### config.mk
export PLATFORM = sky130hd
export DESIGN_NAME = ext_bus_align_seq
export DESIGN_NICKNAME = d
export VERILOG_FILES = /design/src/rtl/ebas_pkg.sv /design/src/rtl/ebas_split_plan.sv /design/src/rtl/ebas_lane_drive.sv /design/src/rtl/ebas_read_pack.sv /design/src/rtl/ext_bus_align_seq.sv
export SDC_FILE = /design/constraint.sdc
export NUM_CORES = 1
export LEC_CHECK = 0
export BUFFER_PORTS_ARGS = -buffer_cell sky130_fd_sc_hd__buf_2
export CORE_UTILIZATION = 46
export DETAILED_ROUTE_END_ITERATION = 12
export PLACE_DENSITY_LB_ADDON = 0.1
export SYNTH_ARGS = -nofsm -noshare
export SYNTH_HDL_FRONTEND = slang
export SYNTH_SLANG_ARGS = --single-unit
### constraint.sdc
create_clock -name clk -period 2.3 [get_ports clk]
set_input_delay 0.46 -clock clk [delete_from_list [all_inputs] [get_ports clk]]
set_output_delay 0.46 -clock clk [all_outputs]
set_load 0.01 [all_outputs]
### src/rtl/ebas_pkg.sv
package ebas_pkg;

   typedef enum logic [1:0] {
      SZ_BYTE = 2'd0,
      SZ_WORD = 2'd1,
      SZ_LONG = 2'd2,
      SZ_RSVD = 2'd3
   } acc_size_e;

   typedef enum logic [1:0] {
      ST_IDLE = 2'd0,
      ST_RUN  = 2'd1,
      ST_FIN  = 2'd2
   } seq_state_e;

   // how one request is cut into external cycles
   typedef struct packed {
      logic [2:0] ncyc;   // number of external cycles
      logic       wide;   // each cycle moves a full word
      logic       bad;    // request rejected
   } split_plan_t;

endpackage

### src/rtl/ebas_split_plan.sv
module ebas_split_plan
   import ebas_pkg::*;
(
   input  acc_size_e   size,
   input  logic        area16,
   input  logic        addr_lsb,
   output split_plan_t plan
);

   always_comb begin
      plan = '0;
      case (size)
         SZ_BYTE: plan.ncyc = 3'd1;
         SZ_WORD: begin
            if (area16) begin
               plan.wide = 1'b1;
               plan.ncyc = 3'd1;
               plan.bad  = addr_lsb;
            end else begin
               plan.ncyc = 3'd2;
            end
         end
         SZ_LONG: begin
            if (area16) begin
               plan.wide = 1'b1;
               plan.ncyc = 3'd2;
               plan.bad  = addr_lsb;
            end else begin
               plan.ncyc = 3'd4;
            end
         end
         default: plan.bad = 1'b1;
      endcase
      if (plan.bad) begin
         plan.ncyc = 3'd0;
      end
   end

endmodule

### src/rtl/ebas_lane_drive.sv
module ebas_lane_drive #(
   parameter int LANE_W    = 8,
   parameter int INT_LANES = 4
) (
   input  logic [INT_LANES*LANE_W-1:0] wdata,
   input  logic [2:0]                  nbytes,
   input  logic [1:0]                  idx,
   input  logic                        wide,
   input  logic                        area16,
   input  logic                        addr_lsb,
   input  logic                        active,
   output logic [2*LANE_W-1:0]         lane_wdata,
   output logic                        ub,
   output logic                        lb
);

   localparam int BI_W = $clog2(INT_LANES);

   logic [LANE_W-1:0] lanes [INT_LANES];

   for (genvar gi = 0; gi < INT_LANES; gi++) begin : g_lane_split
      assign lanes[gi] = wdata[gi*LANE_W +: LANE_W];
   end

   logic [BI_W-1:0] bsel;
   logic [BI_W-2:0] wsel;

   always_comb begin
      // most significant part leaves first
      bsel = BI_W'(nbytes - 3'd1 - {1'b0, idx});
      wsel = (BI_W-1)'((nbytes >> 1) - 3'd1 - {1'b0, idx});
   end

   always_comb begin
      lane_wdata = '0;
      ub         = 1'b0;
      lb         = 1'b0;
      if (active) begin
         if (wide) begin
            lane_wdata = {lanes[{wsel, 1'b1}], lanes[{wsel, 1'b0}]};
            ub         = 1'b1;
            lb         = 1'b1;
         end else if (area16 && addr_lsb) begin
            lane_wdata = {{LANE_W{1'b0}}, lanes[bsel]};
            lb         = 1'b1;
         end else begin
            lane_wdata = {lanes[bsel], {LANE_W{1'b0}}};
            ub         = 1'b1;
         end
      end
   end

endmodule

### src/rtl/ebas_read_pack.sv
module ebas_read_pack #(
   parameter int LANE_W    = 8,
   parameter int INT_LANES = 4
) (
   input  logic                        clk,
   input  logic                        rst_n,
   input  logic                        clear,
   input  logic                        capture,
   input  logic                        wide,
   input  logic                        low_lane,
   input  logic [2*LANE_W-1:0]         lane_rdata,
   output logic [INT_LANES*LANE_W-1:0] packed_q
);

   localparam int INT_W = INT_LANES * LANE_W;

   logic [LANE_W-1:0] pick;

   assign pick = low_lane ? lane_rdata[LANE_W-1:0] : lane_rdata[2*LANE_W-1:LANE_W];

   always_ff @(posedge clk or negedge rst_n) begin
      if (!rst_n) begin
         packed_q <= '0;
      end else if (clear) begin
         packed_q <= '0;
      end else if (capture) begin
         if (wide) begin
            packed_q <= {packed_q[INT_W-2*LANE_W-1:0], lane_rdata};
         end else begin
            packed_q <= {packed_q[INT_W-LANE_W-1:0], pick};
         end
      end
   end

endmodule

### src/rtl/ext_bus_align_seq.sv
module ext_bus_align_seq
   import ebas_pkg::*;
#(
   parameter int ADDR_W    = 16,
   parameter int LANE_W    = 8,
   parameter int INT_LANES = 4
) (
   input  logic                        clk,
   input  logic                        rst_n,
   input  logic                        req_valid,
   output logic                        req_ready,
   input  logic                        req_write,
   input  logic [1:0]                  req_size,
   input  logic                        req_area16,
   input  logic [ADDR_W-1:0]           req_addr,
   input  logic [INT_LANES*LANE_W-1:0] req_wdata,
   output logic                        rsp_done,
   output logic                        rsp_err,
   output logic [INT_LANES*LANE_W-1:0] rsp_rdata,
   output logic                        bus_cyc,
   output logic [ADDR_W-1:0]           bus_addr,
   output logic                        bus_we,
   output logic                        bus_ub,
   output logic                        bus_lb,
   output logic [2*LANE_W-1:0]         bus_wdata,
   input  logic [2*LANE_W-1:0]         bus_rdata
);

   localparam int EXT_W = 2 * LANE_W;
   localparam int INT_W = INT_LANES * LANE_W;

   if (INT_LANES != 4) begin : g_chk_lanes
      $error("ext_bus_align_seq: INT_LANES must be 4");
   end
   if (ADDR_W < 2) begin : g_chk_addr
      $error("ext_bus_align_seq: ADDR_W must be at least 2");
   end
   if (LANE_W < 1) begin : g_chk_lane_w
      $error("ext_bus_align_seq: LANE_W must be positive");
   end

   seq_state_e        state_q;
   acc_size_e         size_q;
   logic              area16_q;
   logic              we_q;
   logic [INT_W-1:0]  wdata_q;
   logic [ADDR_W-1:0] addr_q;
   logic [1:0]        idx_q;
   logic [2:0]        ncyc_q;
   logic              wide_q;
   logic              err_q;

   split_plan_t plan;
   logic        accept;
   logic        last_cyc;
   logic [EXT_W-1:0] lane_wdata;
   logic        lane_ub;
   logic        lane_lb;
   logic [INT_W-1:0] packed_q;

   ebas_split_plan i_plan (
      .size     (acc_size_e'(req_size)),
      .area16   (req_area16),
      .addr_lsb (req_addr[0]),
      .plan     (plan)
   );

   assign accept   = req_valid && req_ready;
   assign last_cyc = ({1'b0, idx_q} == (ncyc_q - 3'd1));

   always_ff @(posedge clk or negedge rst_n) begin
      if (!rst_n) begin
         state_q  <= ST_IDLE;
         size_q   <= SZ_BYTE;
         area16_q <= 1'b0;
         we_q     <= 1'b0;
         wdata_q  <= '0;
         addr_q   <= '0;
         idx_q    <= '0;
         ncyc_q   <= '0;
         wide_q   <= 1'b0;
         err_q    <= 1'b0;
      end else begin
         case (state_q)
            ST_IDLE: begin
               if (accept) begin
                  size_q   <= acc_size_e'(req_size);
                  area16_q <= req_area16;
                  we_q     <= req_write;
                  wdata_q  <= req_wdata;
                  addr_q   <= req_addr;
                  idx_q    <= '0;
                  ncyc_q   <= plan.ncyc;
                  wide_q   <= plan.wide;
                  err_q    <= plan.bad;
                  state_q  <= plan.bad ? ST_FIN : ST_RUN;
               end
            end
            ST_RUN: begin
               idx_q  <= idx_q + 2'd1;
               addr_q <= addr_q + {{(ADDR_W-2){1'b0}}, wide_q, !wide_q};
               if (last_cyc) begin
                  state_q <= ST_FIN;
               end
            end
            ST_FIN: begin
               state_q <= ST_IDLE;
               err_q   <= 1'b0;
            end
            default: state_q <= ST_IDLE;
         endcase
      end
   end

   assign req_ready = (state_q == ST_IDLE);
   assign bus_cyc   = (state_q == ST_RUN);
   assign bus_addr  = addr_q;
   assign bus_we    = bus_cyc && we_q;
   assign bus_ub    = lane_ub;
   assign bus_lb    = lane_lb;
   assign bus_wdata = we_q ? lane_wdata : '0;

   ebas_lane_drive #(
      .LANE_W    (LANE_W),
      .INT_LANES (INT_LANES)
   ) i_lanes (
      .wdata      (wdata_q),
      .nbytes     (3'd1 << size_q),
      .idx        (idx_q),
      .wide       (wide_q),
      .area16     (area16_q),
      .addr_lsb   (addr_q[0]),
      .active     (bus_cyc),
      .lane_wdata (lane_wdata),
      .ub         (lane_ub),
      .lb         (lane_lb)
   );

   ebas_read_pack #(
      .LANE_W    (LANE_W),
      .INT_LANES (INT_LANES)
   ) i_pack (
      .clk        (clk),
      .rst_n      (rst_n),
      .clear      (accept),
      .capture    (bus_cyc && !we_q),
      .wide       (wide_q),
      .low_lane   (area16_q && addr_q[0]),
      .lane_rdata (bus_rdata),
      .packed_q   (packed_q)
   );

   assign rsp_done  = (state_q == ST_FIN);
   assign rsp_err   = rsp_done && err_q;
   assign rsp_rdata = packed_q;

   AST_READY_IDLE: assert property (@(posedge clk) disable iff (!rst_n)
      req_ready |-> (!bus_cyc && !rsp_done));
   AST_FIRST_CYCLE: assert property (@(posedge clk) disable iff (!rst_n)
      (accept && !plan.bad) |=> (bus_cyc && !req_ready));
   AST_NARROW_LANE: assert property (@(posedge clk) disable iff (!rst_n)
      (bus_cyc && !area16_q) |-> (bus_ub && !bus_lb && bus_wdata[LANE_W-1:0] == '0));
   AST_ADDR_STEP: assert property (@(posedge clk) disable iff (!rst_n)
      (bus_cyc && $past(bus_cyc)) |-> (bus_addr == $past(bus_addr) + (wide_q ? ADDR_W'(2) : ADDR_W'(1))));
   AST_WIDE_BOTH: assert property (@(posedge clk) disable iff (!rst_n)
      (bus_cyc && wide_q) |-> (bus_ub && bus_lb));
   AST_BYTE_LANE16: assert property (@(posedge clk) disable iff (!rst_n)
      (bus_cyc && area16_q && !wide_q) |-> (bus_ub == !bus_addr[0] && bus_lb == bus_addr[0]));
   AST_DONE_PULSE: assert property (@(posedge clk) disable iff (!rst_n)
      rsp_done |=> !rsp_done);
   AST_ERR_NO_CYCLE: assert property (@(posedge clk) disable iff (!rst_n)
      rsp_err |-> !$past(bus_cyc));
   AST_IDLE_QUIET: assert property (@(posedge clk) disable iff (!rst_n)
      !bus_cyc |-> (!bus_ub && !bus_lb && !bus_we && bus_wdata == '0));

endmodule

==> results summary <==
The hold buffer count at cts came out at 0. The buffer depth of the longest clock path came out at 2. At the later pin of the worst-skew pair, clock insertion delay measures around 0.37 ns. After detailed routing, the number of remaining DRC violations is 0.

For this run the aggregate overflow at the end of global routing stands at 0. The floorplan step set the die height to ~110 microns. The dominant synthesized flop cell is sky130_fd_sc_hd__dfrtp_1. The initial core utilization is 47.6%. The area of the core is between 10000 and 15000 sq um. The total of max-cap violations is 0. The slew of the pin with the lowest slew margin is between 0.5 and 0.6 ns. The mean routed wirelength per cell is 16.2 microns. STA classifies the critical path startpoint as a flop.

The number of design-rule violations left by the first detailed-router iteration is ~230. The total CTS buffers is 9. The top cell type by area accounts for 47.4% of the synthesized area.

The flow ran to the end, but the final reports show violations. The gate count of the mapped netlist is 483. The top fanout value on the critical path is 5.

The path class of the tightest hold or removal check is input pin to asynchronous set/reset pin. The number of detailed-routing iterations run before antenna repair is 4. The final count of negative-setup-slack endpoints is 16.

The number of vias per cell is 5.44. The count of flip-flops with a built-in enable after synthesis came out at 0. Entering global routing, the biggest net connects 94 pins.

The Yosys step of the flow raised 0 warnings. The data required time of the worst path is 1.84 ns. TritonCTS built the clock tree.

The minimum setup slack after placement is -0.299 ns. The checks that failed: setup timing. The count of pins over their slew limit is 0. The synthesized netlist net count came out at around 560. The synthesized design spends more area on one cell type than any other, namely sky130_fd_sc_hd__dfrtp_1. For this run, asynchronously set or reset flops after synthesis account for 100%.

The signal arrival time at the worst endpoint is 2.43 ns. The cell area that synthesis handed to floorplanning was 4910 sq um. The die extent in x came out at around 110 microns. The proportion of layout cells with a drive suffix above 1 came out at between 30% and 40%.

The total half-perimeter wirelength after legalization and detailed placement is between 8000 and 9000 microns. Compared with the post-synthesis result, the final layout area differs by 27.8%. The final antenna-violating net count came out at 0. The total power per unit cell area is 1520 nW/um^2. The number of cells after detailed placement is 756.

The number of sinks on the clock net is 93. The worst voltage drop across the vdd grid is ~0.63 mV. The total wire length after detailed routing came out at roughly 13000 microns. The number of flip-flops and latches in the synthesized netlist is 93. The count of buffers from port buffering came out at between 100 and 150.

The global-route total usage across every layer is a little under a quarter. The clock-pin slew reported for the worst setup and hold paths after clock tree synthesis is 0.10 ns. The repair_antennas step left the layout with diodes totalling 0.

The number of global-route vias before repair is 4045. The design draws 0.00951 W. Leaving out fill and tap cells, the most frequent cells in the layout are sky130_fd_sc_hd__buf_2 (138), sky130_fd_sc_hd__nand2_1 (132), sky130_fd_sc_hd__dfrtp_1 (93). The count of cells in the finished layout, fillers not included, comes to 776. The number of ports placed on the die boundary is 142. The final count of hold timing violations was 0. Leaving out fill and tap cells, the most frequent cell in the layout is sky130_fd_sc_hd__buf_2.

The number of filler instances in the final layout is 900. The area of combinational cells with multiple inputs is ~2600 sq um. Ranked by total cell area, the synthesized netlist is headed by sky130_fd_sc_hd__dfrtp_1 (47%), sky130_fd_sc_hd__nand2_1 (10%), sky130_fd_sc_hd__mux2i_1 (10%). The final worst clock skew is between 0.01 and 0.015 ns. The worst pin sits at a relative slew slack of 66.4%. The average cell area after synthesis is 10.2 sq um. The minimum clock period after layout came out at 2.89 ns. The final route contains 4219 vias. Setup repair after global routing could not meet its margin everywhere. The wire length of the first global-routing pass came out at 20100 microns. The final weighted congestion in routability-driven placement is just over 0.8. The depth of the CTS H-tree is 3. The count of unique library cells instantiated by Yosys is about 50. For this run, the register share of the synthesized area comes to 47.4%. The critical path is of the flop to output pin type. The die footprint is 11100 sq um. The sequential cells in the finished layout cover a total of 2330 sq um. The post-route clock period utilization came out at 126%. Row generation in the floorplan step produced 37 rows.

The master cell of the clock root buffer is sky130_fd_sc_hd__clkbuf_8. The utilization after layout is 60.8%. The highest attainable clock frequency came out at 346 MHz. The layout net count is roughly 700. After layout, the worst setup slack is -0.593 ns. The worst hold margin is 0.113 ns. The leakage power came out at around 3.1 nW. The number of antenna violations at the first check in global routing was 0. STA classifies the critical path endpoint as an output pin.
==> registers in the layout, indices dropped and copies added (netlist names) <==
register / flops
ncyc_q: 3
we_q: 1
state_q: 2
i_pack.packed_q: 32
err_q: 1
wdata_q: 32
idx_q: 2
area16_q: 1
bus_addr: 16
size_q: 2
wide_q: 1
==> area by class of cell <==
| type | instances | share of cell area, % |
|---|---|---|
| Sequential cell | 93 | 37.1 |
| Clock inverter | 7 | 0.917 |
| Tap cell | 136 | 2.71 |
| Timing Repair Buffer | 174 | 15.9 |
| Clock buffer | 9 | 1.97 |
| Multi-Input combinational cell | 345 | 40.7 |
| Inverter | 12 | 0.717 |
==> final timing paths <==
kind | start | to | slack, ns | cells past startpoint
max | size_q[1] | bus_wdata[0] | -0.59 | 8
min | rst_n | wdata_q[1] | 0.11 | 2
max reg2reg | wide_q | bus_addr[10] | 0.22 | 8
min reg2reg | i_pack.packed_q[31] | i_pack.packed_q[31] | 0.50 | 1
max in group asynchronous | rst_n | i_pack.packed_q[9] | 1.79 | 2
min in group clk | req_wdata[29] | wdata_q[29] | 0.27 | 3
==> layer usage <==
metal | up-vias | share of wire, % | track usage [%] | wire [microns]
li1 | 2033 | - | - | -
met1 | 2074 | 46 | 31.5 | 5810
met2 | 99 | 48 | 37.5 | 6080
met3 | 13 | 3.9 | 3.15 | 491
met4 | 0 | 1.4 | 7.75 | 173
met5 | - | 0 | 0 | 0
==> repair_timing <==
| action | 4_1_cts | 5_1_grt |
|---|---|---|
| buffers inserted | 3 | 2 |
| setup endpoints to repair | 16 | 18 |
| gates resized for setup | 6 | 4 |
| pin swaps | 7 | 6 |
==> metrics by stage <==
stage / instance area (sq um) / setup TNS (ns)
CTS: 6250 / -9.32
detailed placement: 6020 / -4.03
finish: 6280 / -9.01
global route: 6280 / -10.04
global placement: 6020 / -3.72
floorplan: 5040 / -0.698
==> worst max-delay path: stages (launching register included) <==
cell                        delay (ns)
sky130_fd_sc_hd__dfrtp_1          0.41
sky130_fd_sc_hd__nor2_2           0.15
sky130_fd_sc_hd__ha_4             0.17
sky130_fd_sc_hd__xor2_4           0.20
sky130_fd_sc_hd__xnor2_4          0.16
sky130_fd_sc_hd__buf_12           0.15
sky130_fd_sc_hd__mux4_2           0.56
sky130_fd_sc_hd__o2bb2ai_4        0.15
sky130_fd_sc_hd__buf_6            0.12
==> synth_stat cells (3+ instances only) <==
cell,number
sky130_fd_sc_hd__nand2b_1,3
sky130_fd_sc_hd__nand3_1,7
sky130_fd_sc_hd__a21oi_1,6
sky130_fd_sc_hd__buf_1,5
sky130_fd_sc_hd__nor3_1,3
sky130_fd_sc_hd__o2bb2ai_1,48
sky130_fd_sc_hd__nand2_1,132
sky130_fd_sc_hd__o22ai_1,3
sky130_fd_sc_hd__a211oi_1,3
sky130_fd_sc_hd__nor4_1,5
sky130_fd_sc_hd__o311ai_0,5
sky130_fd_sc_hd__and2_1,3
sky130_fd_sc_hd__o21ai_0,10
sky130_fd_sc_hd__o211ai_1,5
sky130_fd_sc_hd__mux4_1,8
sky130_fd_sc_hd__clkbuf_1,21
sky130_fd_sc_hd__dfrtp_1,93
sky130_fd_sc_hd__inv_1,12
sky130_fd_sc_hd__ha_1,8
sky130_fd_sc_hd__mux2i_1,49
sky130_fd_sc_hd__nor2_1,9
sky130_fd_sc_hd__and3_1,3
sky130_fd_sc_hd__or4_1,3
sky130_fd_sc_hd__a22oi_1,3
sky130_fd_sc_hd__buf_2,5
==> cells by family (layout without fill, tap and decap cells) <==
family          after synthesis  after routing  share of synthesized area (%)
flops                        93             93                           47.4
mux                          58             58                           14.5
simple gates                179            179                           15.7
fa+ha+maj                     9              9                           2.44
xor+xnor                      6              6                           1.38
buf+inv                      45            202                           3.72
compound gates               93             93                           14.9
==> report_power, final <==
| group | total [W] | internal, W | leakage [nW] | switching [W] |
|---|---|---|---|---|
| registers | 0.00300 | 0.00234 | 1.18 | 0.000658 |
| logic | 0.00547 | 0.00260 | 1.84 | 0.00287 |
| clock network | 0.00104 | 0.000410 | 0.0886 | 0.000634 |
Note: power is estimated with default switching activity, not from simulation.
